### src/rtl/pe_pkg.sv
package pe_pkg;
  // Default geometry: stages of 2**PE_STAGE_BITS lines, PE_STAGE_COUNT stages
  localparam int PE_STAGE_BITS  = 3;
  localparam int PE_STAGE_COUNT = 2;

  // Reset / idle levels of the registered handshake flags
  localparam logic PE_FLAG_IDLE = 1'b1;
endpackage

### src/rtl/pe_stage.sv
// One encoder stage: active-low requests, highest index wins,
// complemented index out, group and pass-down flags active low.
module pe_stage #(
  parameter int IDX_W = 3,
  localparam int LINES = 1 << IDX_W
) (
  input  logic [LINES-1:0] req_n,
  input  logic             en_n,
  output logic [IDX_W-1:0] code_n,
  output logic             gs_n,
  output logic             eo_n
);
  logic             any_req;
  logic [IDX_W-1:0] win_idx;

  always_comb begin
    any_req = ~&req_n;
    win_idx = '0;
    // ascending scan: the last hit is the highest index
    for (int i = 0; i < LINES; i++) begin
      if (!req_n[i]) win_idx = IDX_W'(i);
    end
  end

  always_comb begin
    if (en_n) begin
      code_n = '1;
      gs_n   = 1'b1;
      eo_n   = 1'b1;
    end else if (any_req) begin
      code_n = ~win_idx;
      gs_n   = 1'b0;
      eo_n   = 1'b1;
    end else begin
      code_n = '1;
      gs_n   = 1'b1;
      eo_n   = 1'b0;
    end
  end
endmodule

### src/rtl/pe_merge.sv
// Joins the stage outputs: negative-OR of the complemented index bits,
// stage position of the active group flag as the upper code bits.
module pe_merge #(
  parameter int IDX_W  = 3,
  parameter int STAGES = 2,
  localparam int HI_W  = $clog2(STAGES)
) (
  input  logic [STAGES*IDX_W-1:0] code_n_all,
  input  logic [STAGES-1:0]       gs_n_all,
  output logic [IDX_W-1:0]        code_lo,
  output logic [HI_W-1:0]         code_hi,
  output logic                    gs_n
);
  always_comb begin
    code_lo = '0;
    code_hi = '0;
    for (int s = 0; s < STAGES; s++) begin
      code_lo = code_lo | ~code_n_all[s*IDX_W +: IDX_W];
      if (!gs_n_all[s]) code_hi = code_hi | HI_W'(s);
    end
    gs_n = &gs_n_all;
  end
endmodule

### src/rtl/prio_enc_cascade.sv
// Chained priority encoder with registered outputs.
// STAGE_COUNT must be at least 2.
module prio_enc_cascade #(
  parameter int STAGE_BITS  = pe_pkg::PE_STAGE_BITS,
  parameter int STAGE_COUNT = pe_pkg::PE_STAGE_COUNT
) (
  input  logic                                         clk,
  input  logic                                         rst,
  input  logic                                         en_n,
  input  logic [STAGE_COUNT*(1<<STAGE_BITS)-1:0]       req_n,
  output logic [STAGE_BITS+$clog2(STAGE_COUNT)-1:0]    code,
  output logic                                         gs_n,
  output logic                                         eo_n
);
  localparam int STAGE_LINES = 1 << STAGE_BITS;
  localparam int HI_W        = $clog2(STAGE_COUNT);
  localparam int CODE_W      = STAGE_BITS + HI_W;
  localparam int LINES       = STAGE_COUNT * STAGE_LINES;

  // en_chain[STAGE_COUNT] is the block enable; each stage feeds the one below
  logic [STAGE_COUNT:0]              en_chain;
  logic [STAGE_COUNT*STAGE_BITS-1:0] code_n_all;
  logic [STAGE_COUNT-1:0]            gs_n_all;
  logic [STAGE_BITS-1:0]             code_lo;
  logic [HI_W-1:0]                   code_hi;
  logic                              gs_n_comb;

  assign en_chain[STAGE_COUNT] = en_n;

  for (genvar s = 0; s < STAGE_COUNT; s++) begin : g_stage
    pe_stage #(.IDX_W(STAGE_BITS)) u_stage (
      .req_n  (req_n[s*STAGE_LINES +: STAGE_LINES]),
      .en_n   (en_chain[s+1]),
      .code_n (code_n_all[s*STAGE_BITS +: STAGE_BITS]),
      .gs_n   (gs_n_all[s]),
      .eo_n   (en_chain[s])
    );
  end

  pe_merge #(.IDX_W(STAGE_BITS), .STAGES(STAGE_COUNT)) u_merge (
    .code_n_all (code_n_all),
    .gs_n_all   (gs_n_all),
    .code_lo    (code_lo),
    .code_hi    (code_hi),
    .gs_n       (gs_n_comb)
  );

  always_ff @(posedge clk) begin
    if (rst) begin
      code <= '0;
      gs_n <= pe_pkg::PE_FLAG_IDLE;
      eo_n <= pe_pkg::PE_FLAG_IDLE;
    end else begin
      code <= {code_hi, code_lo};
      gs_n <= gs_n_comb;
      eo_n <= en_chain[0];
    end
  end

  // ---------------- assertions ----------------
  assert_flags_exclusive_R5: assert property (@(posedge clk) disable iff (rst)
    !(!gs_n && !eo_n));

  assert_disabled_quiet_R3: assert property (@(posedge clk) disable iff (rst)
    en_n |=> (gs_n && eo_n && code == '0));

  assert_idle_passdown_R4: assert property (@(posedge clk) disable iff (rst)
    (!en_n && &req_n) |=> (!eo_n && gs_n && code == '0));

  assert_request_group_R5: assert property (@(posedge clk) disable iff (rst)
    (!en_n && !(&req_n)) |=> (!gs_n && eo_n));

  assert_top_line_wins_R2: assert property (@(posedge clk) disable iff (rst)
    (!en_n && !req_n[LINES-1]) |=> (code == {CODE_W{1'b1}}));

  assert_upper_masks_R6: assert property (@(posedge clk) disable iff (rst)
    (!en_n && !(&req_n[LINES-1 -: STAGE_LINES])) |=> (code[CODE_W-1 -: HI_W] == {HI_W{1'b1}}));

  assert_reset_state_R10: assert property (@(posedge clk)
    rst |=> (code == '0 && gs_n && eo_n));
endmodule

### config.mk
export PLATFORM = sky130hd
export DESIGN_NAME = prio_enc_cascade
export DESIGN_NICKNAME = d
export VERILOG_FILES = /design/src/rtl/pe_pkg.sv /design/src/rtl/pe_stage.sv /design/src/rtl/pe_merge.sv /design/src/rtl/prio_enc_cascade.sv
export SDC_FILE = /design/constraint.sdc
export NUM_CORES = 1
export LEC_CHECK = 0
export ABC_AREA = 1
export CORE_AREA = 4 4 41 43
export DETAILED_ROUTE_END_ITERATION = 10
export DIE_AREA = 0 0 45 47
export HOLD_SLACK_MARGIN = 0.1
export RECOVER_POWER = 25
export SYNTH_ARGS = -nofsm -noshare
export SYNTH_HDL_FRONTEND = slang
export SYNTH_HIERARCHICAL = 1
export SYNTH_SLANG_ARGS = --single-unit
### constraint.sdc
create_clock -name clk -period 1 [get_ports clk]
set_input_delay 0.2 -clock clk [delete_from_list [all_inputs] [get_ports clk]]
set_output_delay 0.2 -clock clk [all_outputs]
set_load 0.1 [all_outputs]
==> results of run 1 <==
==> cell usage in the layout (no fill, tap or decap), types with 2 or more instances in the layout <==
cell type,count
sky130_fd_sc_hd__dfxtp_2,6
sky130_fd_sc_hd__buf_12,6
sky130_fd_sc_hd__nor2_1,6
sky130_fd_sc_hd__nor2_2,2
sky130_fd_sc_hd__o21ai_0,2
sky130_fd_sc_hd__nand2_1,28
sky130_fd_sc_hd__buf_4,4
sky130_fd_sc_hd__clkdlybuf4s50_1,3
sky130_fd_sc_hd__inv_1,11
sky130_fd_sc_hd__dlymetal6s2s_1,4
sky130_fd_sc_hd__o21ai_1,2
sky130_fd_sc_hd__dlygate4sd2_1,11
sky130_fd_sc_hd__nand3_1,2
sky130_fd_sc_hd__clkbuf_4,3
sky130_fd_sc_hd__inv_2,2
sky130_fd_sc_hd__nand2_2,4
==> state kept, by name (all words and copies together), names as in the netlist <==
register	cells
gs_n	1
eo_n	1
code	4
==> metal layers <==
metal / track usage / vias up
met4: 0.0702 / 0
met2: 0.167 / 16
li1: - / 260
met1: 0.0594 / 187
met3: 0.0345 / 0
met5: 0 / -
==> worst paths after layout <==
path / end / start / slack, ns / depth (start not counted)
hold / removal: code[0] / req_n[7] / 0.35 / 6
setup / recovery: eo_n / eo_n / 0.06 / 1
==> tightest hold or removal path, stage by stage <==
cell and delay, ns:
sky130_fd_sc_hd__dlymetal6s2s_1 0.11, sky130_fd_sc_hd__nand2_1 0.07, sky130_fd_sc_hd__nand2_1 0.06, sky130_fd_sc_hd__nand2_1 0.04, sky130_fd_sc_hd__inv_1 0.04, sky130_fd_sc_hd__nor2_1 0.03
==> cells by family after synthesis <==
logic type	after synthesis	synth area share
buffers and inverters	13	0.136
and+or+nand+nor	42	0.446
DFF	6	0.335
AOI/OAI and AO/OA	6	0.0836
==> layout make-up <==
type / count / area [sq um]
inverter: 13 / 48.8
timing repair buffer: 28 / 327
multi-input combinational: 48 / 209
clock buffer: 3 / 22.5
sequential: 6 / 128
tap: 15 / 18.8
fill: 140 / 548
==> where the power goes <==
group,switching (uW),internal [uW]
logic,144,117
clock network,78.9,135
registers,8.39,254
total,231,507
==> per-stage QoR <==
step           cell area (sq um)  worst slack [ns]
2_1_floorplan                367             0.126
3_3_place_gp                 708            -0.418
3_5_place_dp                 708            -0.444
4_1_cts                      732           0.00919
5_1_grt                      753           -0.0305
6_report                     753            0.0582
==> timing repair <==
action	CTS	global route
pin swaps	6	2
endpoints found under the hold margin	0	0
setup endpoints to repair	6	4
resized for setup	17	8
buffers inserted	1	0
==> results list, run 1 <==
* Setup tns final: 0 ns
- Derived from the worst setup path, the maximum achievable clock frequency is approximately 1.1 GHz.
- Of the available clock period, the critical path in the final layout requires 0.942.
* Unique cell type count in the Yosys netlist: 8
* Global-route usage over all layers: 0.0839
- Entering global routing, the biggest net connects 6 pins.
- Met3 wire length: about 84 microns
* Static Leakage: 0.000433 uW
* Setup Viol. Count Final: 0
- The largest total area in the synthesized netlist belongs to sky130_fd_sc_hd__dfxtp_1.
- Type of destination of the critical path: output pin
- The initial utilization of the core area, before any placement, comes to 0.276.
- Critical-path cell list: buf_12
- Number of clock sinks: 6
- Antenna Cells: 0
* Normalized max-slew margin: 0.876
- The highest metal layer carrying signal wires in the routed design is met3.
- Ranked by total cell area, the synthesized netlist is headed by sky130_fd_sc_hd__dfxtp_1 (33%), sky130_fd_sc_hd__nand2_1 (33%), sky130_fd_sc_hd__inv_1 (13%).
- Among all cell types in the netlist, the one instantiated most often is sky130_fd_sc_hd__nand2_1.
* Synth Cell Area: ~360 sq um
- Number of slew-limit violations in the final report: 0
- Counting the buffers created by CTS gives 3.
* Data arrival time of the worst path: 0.74 ns
* Final hold violations: 0
- Cell at the slowest stage of the critical path: sky130_fd_sc_hd__dfxtp_2
* Unrepaired setup endpoints after global routing: yes
- At the end of the flow the core is filled with cells to 0.579.
- Die area: 2120 sq um
- Register bit total from synthesis: 6
- The initial antenna violation count is 0.
- Together, buffers and inverters on the worst path number 1.
- Post-DR wirelength/cell: a little over 7 microns
- Summed over all nets, wire length on met2 after detailed routing comes to a little over 400 microns.
- Delay contributed by the slowest stage of the critical path: approximately 0.33 ns
* Final worst hold slack: approximately 0.35 ns
- Number of optimization iterations in the first detailed-route pass: 4
* Total power density per cell area: ~980 nW/um^2
- For the pin with the worst max-slew slack, the measured transition is about 0.19 ns.
* Time the worst path needs with I/O delays and setup: 0.942 ns
- The number of global-route vias before repair was between 300 and 400.
- CTS Hold Bufs: 0
* Post-synth ARST share: 0
- At the worst endpoint, the required time is approximately 0.80 ns.
* Number of nets in the layout: roughly 120
* Clk Tree Root Cell: sky130_fd_sc_hd__clkbuf_4
* Register clock-pin slew on the reported worst setup and hold paths: roughly 0.040 ns
* Max Cap Viol: 0
- Path type of the worst setup path: reg -> out
- Maximum number of buffers from clock root to sink: 2
- The first global-routing pass estimated approximately 1200 microns of wire.
- After detailed routing, the number of remaining DRC violations is 0.
* Area share of the leading cell type in the synthesized netlist: 0.334
- Routed vias/inst: a little over 4
- IO Count: 25
- DRT met1 WL: 306 microns
* Standard cell core area: 1300 sq um
- Layout Cells excl Fill: 113
* Worst ir drop on vdd: ~300 uV
- Run status: finished, final reports clean
- In this run, the number of DRC markers left after iteration 0 of detailed routing was 2.
- Total vias in the final route: approximately 460
- In the synthesized netlist the dominant register cell turns out to be sky130_fd_sc_hd__dfxtp_1.
- The kind of cell with the highest combined delay along the critical path is flip-flops.
* Gate count after technology mapping: 67
- Along the worst path, the maximum fanout reaches 1.
- The count of buffers added on input and output ports is 24.
- Hold Crit Class: in -> reg
- The count of nets left with antenna violations once routing finished came out at 0.
* Top cells by instance count after synthesis: sky130_fd_sc_hd__nand2_1 (32), sky130_fd_sc_hd__inv_1 (12), sky130_fd_sc_hd__nor2_1 (8), sky130_fd_sc_hd__dfxtp_1 (6), sky130_fd_sc_hd__o21ai_0 (4)
- Placer congestion estimate: 0.798
- In this run the number of H-tree levels came out at 1.
- Crit start category: flip-flop
* Final HPWL from detailed placement: approximately 720 microns
- Number of enable flip-flop cells after synthesis: 0
* Syn Area/Cell: around 5.4 sq um
- The floorplan step set the die height to around 47 microns.
- Placed Cells incl. Taps: between 100 and 150
- Area added between synthesis and finish: 110%
- The completed layout was analyzed and its total power is about 740 uW.
- Of the synthesized area, sequential elements account for 0.334.
* Post-Synthesis Net Count: 86
* Sum of routed wire length over all layers: between 800 and 900 microns
- Horizontal extent of the die: ~45 microns
- After global routing the overflow that remains totals 0.
- Number of warning messages in the yosys log: 6
- Standard-cell rows: 13
- Clock tree from TritonCTS: yes
- In the final layout, the share of cells above drive strength 1 is 0.286.
(Power assumes the default switching activity.)
==> run 2: changes to the inputs <==
--- a/config.mk
+++ b/config.mk
@@ -11,6 +11,7 @@
 export DIE_AREA = 0 0 45 47
 export HOLD_SLACK_MARGIN = 0.1
 export RECOVER_POWER = 25
+export SLEW_MARGIN = 20
 export SYNTH_ARGS = -nofsm -noshare
 export SYNTH_HDL_FRONTEND = slang
 export SYNTH_HIERARCHICAL = 1
==> results of run 2 <==
Same layout as run 1: the final DEF is identical, and so are final timing and power.
